### config.mk
export PLATFORM = sky130hd
export DESIGN_NAME = ld_fmt_unit
export DESIGN_NICKNAME = d
export VERILOG_FILES = /design/src/rtl/ldf_pkg.sv /design/src/rtl/ldf_agen.sv /design/src/rtl/ldf_format.sv /design/src/rtl/ld_fmt_unit.sv
export SDC_FILE = /design/constraint.sdc
export NUM_CORES = 1
export LEC_CHECK = 0
export ABC_AREA = 1
export BUFFER_PORTS_ARGS = -buffer_cell sky130_fd_sc_hd__buf_2
export CORE_MARGIN = 4
export CORE_UTILIZATION = 50
export CTS_CLUSTER_DIAMETER = 100
export DETAILED_ROUTE_END_ITERATION = 8
export PLACE_DENSITY = 0.8
export SLEW_MARGIN = 10
export SYNTH_ARGS = -nofsm -noshare
export SYNTH_HDL_FRONTEND = slang
export SYNTH_SLANG_ARGS = --single-unit
export TNS_END_PERCENT = 1
### constraint.sdc
create_clock -name clk -period 3 [get_ports clk]
set_input_delay 0.15 -clock clk [delete_from_list [all_inputs] [get_ports clk]]
set_output_delay 0.15 -clock clk [all_outputs]
set_load 0.005 [all_outputs]
### src/rtl/ldf_pkg.sv
package ldf_pkg;
  localparam int XLEN = 32;

  typedef enum logic [1:0] {LK_BYTE = 2'd0, LK_HALF_Z = 2'd1, LK_HALF_S = 2'd2, LK_WORD = 2'd3} ld_kind_e;
  typedef enum logic [1:0] {AM_DISP = 2'd0, AM_INDEX = 2'd1, AM_BASE = 2'd2, AM_BASE2 = 2'd3} ld_mode_e;
  typedef enum logic [1:0] {ST_IDLE, ST_REQ, ST_WAIT, ST_DONE} ld_state_e;

  localparam logic [1:0] SZ_BYTE = 2'd0;
  localparam logic [1:0] SZ_HALF = 2'd1;
  localparam logic [1:0] SZ_WORD = 2'd2;

  function automatic logic [XLEN-1:0] ldf_ea(ld_mode_e m, logic [XLEN-1:0] base,
                                             logic [XLEN-1:0] idx, logic [XLEN-1:0] dsx);
    case (m)
      AM_DISP:  return base + dsx;
      AM_INDEX: return base + idx;
      default:  return base;
    endcase
  endfunction

  function automatic logic [1:0] ldf_size(ld_kind_e k);
    case (k)
      LK_BYTE: return SZ_BYTE;
      LK_WORD: return SZ_WORD;
      default: return SZ_HALF;
    endcase
  endfunction

  function automatic logic ldf_misaligned(ld_kind_e k, logic [1:0] low);
    case (k)
      LK_BYTE: return 1'b0;
      LK_WORD: return |low;
      default: return low[0];
    endcase
  endfunction

  function automatic logic [XLEN-1:0] ldf_format(ld_kind_e k, logic [1:0] off, logic [XLEN-1:0] raw);
    logic [XLEN-1:0] bsh;
    logic [XLEN-1:0] hsh;
    bsh = raw << {off, 3'b000};
    hsh = raw << {off[1], 4'b0000};
    case (k)
      LK_BYTE:   return {{(XLEN-8){1'b0}}, bsh[XLEN-1 -: 8]};
      LK_HALF_Z: return {{(XLEN-16){1'b0}}, hsh[XLEN-1 -: 16]};
      LK_HALF_S: return {{(XLEN-16){hsh[XLEN-1]}}, hsh[XLEN-1 -: 16]};
      default:   return raw;
    endcase
  endfunction
endpackage

### src/rtl/ldf_agen.sv
module ldf_agen
  import ldf_pkg::*;
#(
  parameter int RIDX_W = 5,
  parameter int DISP_W = 16
) (
  input  ld_kind_e             kind,
  input  ld_mode_e             mode,
  input  logic                 update,
  input  logic [RIDX_W-1:0]    ra,
  input  logic [RIDX_W-1:0]    rd,
  input  logic [XLEN-1:0]      base,
  input  logic [XLEN-1:0]      index,
  input  logic [DISP_W-1:0]    disp,
  output logic [XLEN-1:0]      ea,
  output logic                 misalign,
  output logic                 illegal
);
  localparam int EXT_W = XLEN - DISP_W;

  logic [XLEN-1:0] disp_sx;

  assign disp_sx  = {{EXT_W{disp[DISP_W-1]}}, disp};
  assign ea       = ldf_ea(mode, base, index, disp_sx);
  assign misalign = ldf_misaligned(kind, ea[1:0]);
  assign illegal  = update && ((ra == '0) || (ra == rd));
endmodule

### src/rtl/ldf_format.sv
module ldf_format
  import ldf_pkg::*;
(
  input  ld_kind_e        kind,
  input  logic [1:0]      offset,
  input  logic [XLEN-1:0] raw,
  output logic [XLEN-1:0] result
);
  assign result = ldf_format(kind, offset, raw);
endmodule

### src/rtl/ld_fmt_unit.sv
module ld_fmt_unit
  import ldf_pkg::*;
#(
  parameter int RIDX_W = 5,
  parameter int DISP_W = 16
) (
  input  logic              clk,
  input  logic              rst_n,
  input  logic              in_valid,
  output logic              in_ready,
  input  logic [1:0]        in_kind,
  input  logic [1:0]        in_mode,
  input  logic              in_update,
  input  logic [RIDX_W-1:0] in_ra,
  input  logic [RIDX_W-1:0] in_rd,
  input  logic [XLEN-1:0]   in_base,
  input  logic [XLEN-1:0]   in_index,
  input  logic [DISP_W-1:0] in_disp,
  output logic              mem_req_valid,
  input  logic              mem_req_ready,
  output logic [XLEN-1:0]   mem_req_addr,
  output logic [1:0]        mem_req_size,
  input  logic              mem_rsp_valid,
  input  logic [XLEN-1:0]   mem_rsp_data,
  output logic              wb_valid,
  output logic              wb_rd_we,
  output logic [RIDX_W-1:0] wb_rd_idx,
  output logic [XLEN-1:0]   wb_rd_data,
  output logic              wb_ra_we,
  output logic [RIDX_W-1:0] wb_ra_idx,
  output logic [XLEN-1:0]   wb_ra_data,
  output logic              wb_misalign,
  output logic              wb_illegal
);
  ld_state_e         st;
  ld_kind_e          kind_q;
  logic [XLEN-1:0]   ea_q, res_q;
  logic [RIDX_W-1:0] ra_q, rd_q;
  logic              upd_q, mis_q, ill_q;

  logic [XLEN-1:0]   ea_c, fmt_c;
  logic              mis_c, ill_c;

  // named events
  logic accept_evt, fault_evt, req_fire, rsp_fire, fault_q;

  ldf_agen #(.RIDX_W(RIDX_W), .DISP_W(DISP_W)) u_agen (
    .kind(ld_kind_e'(in_kind)), .mode(ld_mode_e'(in_mode)), .update(in_update),
    .ra(in_ra), .rd(in_rd), .base(in_base), .index(in_index), .disp(in_disp),
    .ea(ea_c), .misalign(mis_c), .illegal(ill_c)
  );

  ldf_format u_fmt (
    .kind(kind_q), .offset(ea_q[1:0]), .raw(mem_rsp_data), .result(fmt_c)
  );

  assign accept_evt = in_valid && (st == ST_IDLE);
  assign fault_evt  = accept_evt && (mis_c || ill_c);
  assign req_fire   = (st == ST_REQ) && mem_req_ready;
  assign rsp_fire   = (st == ST_WAIT) && mem_rsp_valid;
  assign fault_q    = mis_q || ill_q;

  always_ff @(posedge clk or negedge rst_n) begin
    if (!rst_n) begin
      st     <= ST_IDLE;
      kind_q <= LK_BYTE;
      ea_q   <= '0;
      res_q  <= '0;
      ra_q   <= '0;
      rd_q   <= '0;
      upd_q  <= 1'b0;
      mis_q  <= 1'b0;
      ill_q  <= 1'b0;
    end else begin
      case (st)
        ST_IDLE: if (accept_evt) begin
          kind_q <= ld_kind_e'(in_kind);
          ea_q   <= ea_c;
          ra_q   <= in_ra;
          rd_q   <= in_rd;
          upd_q  <= in_update;
          mis_q  <= mis_c;
          ill_q  <= ill_c;
          st     <= fault_evt ? ST_DONE : ST_REQ;
        end
        ST_REQ:  if (req_fire) st <= ST_WAIT;
        ST_WAIT: if (rsp_fire) begin
          res_q <= fmt_c;
          st    <= ST_DONE;
        end
        default: st <= ST_IDLE;
      endcase
    end
  end

  assign in_ready      = (st == ST_IDLE);
  assign mem_req_valid = (st == ST_REQ);
  assign mem_req_addr  = ea_q;
  assign mem_req_size  = ldf_size(kind_q);
  assign wb_valid      = (st == ST_DONE);
  assign wb_rd_we      = wb_valid && !fault_q;
  assign wb_ra_we      = wb_rd_we && upd_q;
  assign wb_rd_idx     = rd_q;
  assign wb_rd_data    = res_q;
  assign wb_ra_idx     = ra_q;
  assign wb_ra_data    = ea_q;
  assign wb_misalign   = wb_valid && mis_q;
  assign wb_illegal    = wb_valid && ill_q;
endmodule

==> results of run 1 <==
## per-stage QoR
step	instances	hold slack (ns)
finish	1521	-0.00205
global route	1521	0.0489
CTS	1521	0.0242
detailed placement	1507	0.384
global placement	1507	0.382
floorplan	1136	-0.146
## flip-flops by register name (all words and copies together) (netlist names)
register and flops:
mem_req_addr 32, st 2, kind_q 2, ill_q 1, upd_q 1, wb_ra_idx 5, wb_rd_idx 5, mis_q 1
wb_rd_data 32
## cell families (layout without fill, tap and decap cells)
family          after synthesis  in the layout
compound gates              180            180
mux                          15             15
buf+inv                     236            441
fa+ha+maj                    45             45
xor+xnor                     12             12
simple gates                567            567
flops                        81             81
## per-layer routing
layer	track usage [%]	vias up	part of all wire [%]
li1	-	3917	-
met1	35.0	3426	44
met2	44.9	300	47
met3	4.77	34	6.8
met4	7.70	0	2.2
met5	0	-	0
## area by class of cell
type / instances / area [um^2]
fill: 1358 / 5320
clock buffer: 9 / 225
tap: 180 / 225
timing repair buffer: 255 / 1310
multi-input combinational: 819 / 4050
inverter: 172 / 646
clock inverter: 5 / 81.3
sequential: 81 / 2030
## cells in the mapped netlist (2+ instances only)
cell,instances
nand3_1,42
or2_1,2
nand2_1,384
a21oi_1,89
inv_2,3
ha_1,44
xor2_1,9
buf_4,34
o22ai_1,2
buf_1,3
o21ai_0,65
nor2_4,2
inv_1,168
nand4_1,3
clkbuf_1,18
buf_2,9
o211ai_1,10
nand2_2,7
xnor2_1,3
nor3_1,7
mux2_2,14
nor2_1,116
dfrtp_1,81
o21ai_1,7
o21bai_1,3
## power groups by stage
stage	combinational, mW	clock [mW]	sequential (mW)
5_1_grt	3.58	1.26	2.06
2_1_floorplan	2.10	0	1.98
3_5_place_dp	3.17	0	2.00
3_3_place_gp	3.11	0	1.99
6_report	3.17	1.19	1.99
4_1_cts	3.19	1.21	1.99
## worst max-delay path, stage by stage
cell	delay [ns]
buf_2	0.10
inv_2	0.04
nand2_2	0.08
buf_12	0.19
nand2_2	0.23
o21ai_0	0.17
inv_1	0.07
ha_1	0.34
nand2_1	0.13
inv_1	0.05
nand2_1	0.06
nand2_1	0.09
nand2_1	0.08
nand2_1	0.09
a21oi_1	0.23
nand2_1	0.08
nand2_1	0.06
nand3_1	0.06
nand2_1	0.08
nand2_1	0.04
## worst min-delay path by stage
| stage | end | slack (ns) | cells past startpoint |
|---|---|---|---|
| after detailed placement | wb_rd_idx[2] | 0.38 | 3 |
| after floorplan | ill_q | -0.15 | 0 |
| final | wb_ra_idx[3] | -0.002 | 1 |
| after global routing | wb_rd_idx[2] | 0.05 | 3 |
| after global placement | wb_rd_idx[2] | 0.38 | 3 |
| after CTS | wb_rd_idx[2] | 0.02 | 3 |
==> flow_metrics.env, run 1 <==
export IMPL_tightestPinTransition_ns=1.09
export IMPL_synth_ff_type="dfrtp_1"
export IMPL_slew_headroom_pct=27.6
export IMPL_overflow=0
export IMPL_num_vias=7677
export IMPL_first_global_vias=7145
export IMPL_rr_startpoint="st[0]"
export IMPL_finalSetupViolCount=0
export IMPL_fin_util_pct=61.7
export IMPL_fp_row_count=43
export IMPL_crit_fanout=33
export IMPL_die_width_um=127
export IMPL_detail_route_antenna_nets=0
export IMPL_dieArea_um2=16200
export IMPL_cp_end_kind="flip-flop"
export IMPL_dp_hpwl_mm=17.2
export IMPL_drc=0
export IMPL_clock_sinks=81
export IMPL_wl_per_cell_um=14.4
export IMPL_p_clk_share_pct=18.7
export IMPL_synth_area_leaders="dfrtp_1 (29%), nand2_1 (20%), inv_1 (8.9%), ha_1 (7.8%), a21oi_1 (6.3%)"
export IMPL_track_usage_pct=26.6
export IMPL_drive_gt1_share_pct=22.3
export IMPL_cts_made_buffers=9
export IMPL_portBuffers=246
export IMPL_postCtsResizedCells=0
export IMPL_clk_latency_ns=0.34
export IMPL_status="complete, but fails checks"
export IMPL_crit_type="in -> reg"
export IMPL_skew_ns=0.00437
export IMPL_place_ws_ns=0.451
export IMPL_ys_ff_latch=81
export IMPL_synth_async_reset_ratio_pct=100
export IMPL_initial_core_util_pct=51.1
export IMPL_p_per_area_nw_per_um2=741
export IMPL_cts_max_path_buffers=2
export IMPL_crit_required_ns=3.23
export IMPL_ir_drop_mv=0.297
export IMPL_startpoint_type="input port"
export IMPL_final_setup_tns_ns=0
export IMPL_yosysSeqAreaShare_pct=28.6
export IMPL_fin_nets=1515
export IMPL_combPwrFrac_pct=50.0
export IMPL_synth_compound_gate_area_share_pct=13.3
export IMPL_cp_startpoint="in_mode[1]"
export IMPL_syn_inst=1136
export IMPL_hold_viol=3
export IMPL_synthAdderAreaFrac_pct=8.04
export IMPL_post_route_period_util_pct=74.4
export IMPL_violations="hold timing"
export IMPL_postLayoutCellArea_um2=8560
export IMPL_crit_end="mem_req_addr[30]"
export IMPL_core_area_um2=13900
export IMPL_syn_area_per_cell_um2=6.25
export IMPL_timing_rr_end="st[1]"
export IMPL_p_leak_nw=5.17
export IMPL_yosys_warnings=0
export IMPL_swShare_pct=42.7
export IMPL_synth_top_family_by_area="simple AND/OR/NAND/NOR gates"
export IMPL_cts_setup_buffers=0
export IMPL_synth_top_cell_area_share_pct=28.6
export IMPL_grt_pass1_wl_mm=34.8
export IMPL_via_per_inst=5.05
export IMPL_antenna_found_initial=0
export IMPL_maxCapViolCount=0
export IMPL_r2r_slack_ns=1.08
export IMPL_synth_top_area_cell="dfrtp_1"
export IMPL_finalWirelength_mm=21.9
export IMPL_ff2ff_path_depth=9
export IMPL_place_congestion=0.985
export IMPL_placed_cell_area_um2=8260
export IMPL_muxShareOfSynthArea_pct=2.36
export IMPL_hold_class="in -> async"
export IMPL_total_power_mw=6.34
export IMPL_seqPwrFrac_pct=31.3
export IMPL_synth_edf_count=0
export IMPL_rsz0062_at_grt="no"
export IMPL_final_cell_mix="nand2_1 (383), buf_2 (245), inv_1 (168)"
export IMPL_cts_tree="done"
export IMPL_switchingPower_mw=2.71
export IMPL_clk_pin_slew_ns=0.06
export IMPL_syn_nets=1313
export IMPL_ys_types=36
export IMPL_slew_viol_final=0
export IMPL_antenna_diode_count=0
export IMPL_finalWorstPathRequiredPeriod_ns=2.23
export IMPL_max_freq_ghz=0.448
export IMPL_syn_to_final_growth_pct=20.7
export IMPL_whs_ns=-0.00205
export IMPL_worstPathArrival_ns=2.46
export IMPL_synth_cell_area_um2=7100
export IMPL_synth_xor_area_share_pct=1.48
export IMPL_drtIter0Drc=527
export IMPL_grt_max_degree=82
export IMPL_cts_root_buf="clkbuf_16"
export IMPL_final_common_cell="nand2_1"
export IMPL_yosys_area_share_simple_pct=31.8
export IMPL_boundaryPins=247
export IMPL_htreeDepth=3
export IMPL_firstDrtPassIters=5
export IMPL_power_internal_mw=3.64
export IMPL_cts_hold_buf=0
export IMPL_setup_ws_ns=0.768
export IMPL_die_height_um=127
Note: power is estimated with default switching activity, not from simulation.
==> inputs of run 2 (changes only) <==
==> constraint.sdc (replaced) <==
create_clock -name clk -period 2.06 [get_ports clk]
set_input_delay 0.103 -clock clk [delete_from_list [all_inputs] [get_ports clk]]
set_output_delay 0.103 -clock clk [all_outputs]
set_load 0.005 [all_outputs]
==> flow_metrics.env, run 2 (synthesized netlist as in run 1, its figures left out) <==
export IMPL_num_vias=8066
export IMPL_via_per_inst=5.09
export IMPL_clk_latency_ns=0.34
export IMPL_crit_fanout=7
export IMPL_clk_pin_slew_ns=0.06
export IMPL_final_cell_mix="nand2_1 (367), buf_2 (245), inv_1 (166)"
export IMPL_maxCapViolCount=0
export IMPL_post_route_period_util_pct=97.6
export IMPL_fp_row_count=43
export IMPL_drc=0
export IMPL_die_height_um=127
export IMPL_clock_sinks=81
export IMPL_portBuffers=246
export IMPL_detail_route_antenna_nets=0
export IMPL_cts_root_buf="clkbuf_16"
export IMPL_slew_headroom_pct=66.5
export IMPL_cp_end_kind="flip-flop"
export IMPL_rsz0062_at_grt="yes"
export IMPL_whs_ns=0.0121
export IMPL_firstDrtPassIters=5
export IMPL_switchingPower_mw=4.11
export IMPL_grt_max_degree=46
export IMPL_swShare_pct=41.7
export IMPL_cts_max_path_buffers=2
export IMPL_setup_ws_ns=0.0491
export IMPL_antenna_diode_count=0
export IMPL_cts_tree="done"
export IMPL_skew_ns=0.00870
export IMPL_htreeDepth=3
export IMPL_antenna_found_initial=0
export IMPL_p_per_area_nw_per_um2=1030
export IMPL_finalSetupViolCount=0
export IMPL_finalWorstPathRequiredPeriod_ns=2.01
export IMPL_grt_pass1_wl_mm=36.0
export IMPL_boundaryPins=247
export IMPL_dieArea_um2=16200
export IMPL_total_power_mw=9.86
export IMPL_cts_made_buffers=9
export IMPL_p_clk_share_pct=19.2
export IMPL_final_common_cell="nand2_1"
export IMPL_combPwrFrac_pct=51.3
export IMPL_seqPwrFrac_pct=29.5
export IMPL_final_setup_tns_ns=0
export IMPL_worstPathArrival_ns=2.25
export IMPL_core_area_um2=13900
export IMPL_fin_nets=1578
export IMPL_first_global_vias=7548
export IMPL_ir_drop_mv=0.552
export IMPL_tightestPinTransition_ns=0.502
export IMPL_startpoint_type="input port"
export IMPL_die_width_um=127
export IMPL_crit_type="in -> reg"
export IMPL_dp_hpwl_mm=18.0
export IMPL_finalWirelength_mm=23.3
export IMPL_wl_per_cell_um=14.7
export IMPL_initial_core_util_pct=51.1
export IMPL_overflow=0
export IMPL_p_leak_nw=5.55
export IMPL_slew_viol_final=0
export IMPL_power_internal_mw=5.75
export IMPL_hold_viol=0
export IMPL_place_ws_ns=-0.323
export IMPL_crit_required_ns=2.30
export IMPL_hold_class="in -> reg"
export IMPL_max_freq_ghz=0.497
export IMPL_track_usage_pct=27.5
export IMPL_status="completed"
export IMPL_drtIter0Drc=629
export IMPL_place_congestion=0.928
export IMPL_syn_to_final_growth_pct=34.7
export IMPL_drive_gt1_share_pct=29.7
run 2: worst max-delay path, stage by stage:
cell and delay [ns]:
buf_2 0.11, inv_4 0.05, nand2_8 0.09, buf_12 0.13, mux2_2 0.34, ha_2 0.38, nand2_1 0.08, nand2_1 0.11
nand2_1 0.06, nand2_1 0.11, inv_1 0.05, nand3_1 0.18, nand2_1 0.12, nand3_1 0.10, nand3_1 0.10, nand2_1 0.09
nand2_1 0.05
run 2: path summary, 6_finish.rpt:
path | from | endpoint | slack (ns) | cells past startpoint
hold reg to reg | wb_rd_data[14] | wb_rd_data[14] | 0.48 | 2
setup reg to reg | st[0] | mem_req_addr[12] | 0.35 | 7
setup / recovery | in_mode[1] | mem_req_addr[27] | 0.05 | 17
min in group asynchronous | rst_n | wb_rd_data[18] | 0.26 | 2
hold / removal | in_ra[2] | wb_ra_idx[2] | 0.01 | 3
max in group asynchronous | rst_n | mem_req_addr[10] | 1.22 | 3
run 2: area by class of cell:
type / count / area [um^2]
Clock buffer: 10 / 229
Clock inverter: 6 / 115
Fill cell: 1207 / 4320
Inverter: 172 / 651
Multi-Input combinational cell: 819 / 4440
Sequential cell: 81 / 2030
Tap cell: 180 / 225
Timing Repair Buffer: 318 / 1870
run 2: routing by layer:
| metal | routed length [um] | global-route usage [%] |
|---|---|---|
| met5 | 0 | 0 |
| met4 | 644 | 9.97 |
| met3 | 1710 | 3.55 |
| met2 | 11200 | 47.4 |
| met1 | 9710 | 35.3 |
run 2: power by group through the flow:
stage / clock [mW] / combinational (mW) / sequential [mW]
after detailed placement: 0 / 4.84 / 2.93
final: 1.89 / 5.06 / 2.90
after global placement: 0 / 4.73 / 2.91
after CTS: 1.92 / 4.88 / 2.91
after global routing: 1.98 / 5.68 / 3.00
after floorplan: 0 / 3.06 / 2.88
run 2: metrics by stage:
step	cells	cell area, um^2	utilization, %
floorplan	1136	7120	-
global placement	1562	8740	63.0
detailed placement	1562	8740	63.0
CTS	1584	9140	65.9
global route	1586	9560	68.9
finish	1586	9560	68.9
run 2: repair_timing:
| action | CTS | global route |
|---|---|---|
| setup buffers | 0 | 1 |
| endpoints found under the hold margin | 38 | 0 |
| hold buffers | 6 | 0 |
| setup endpoints to repair | 0 | 23 |
| gates resized for setup | 0 | 77 |
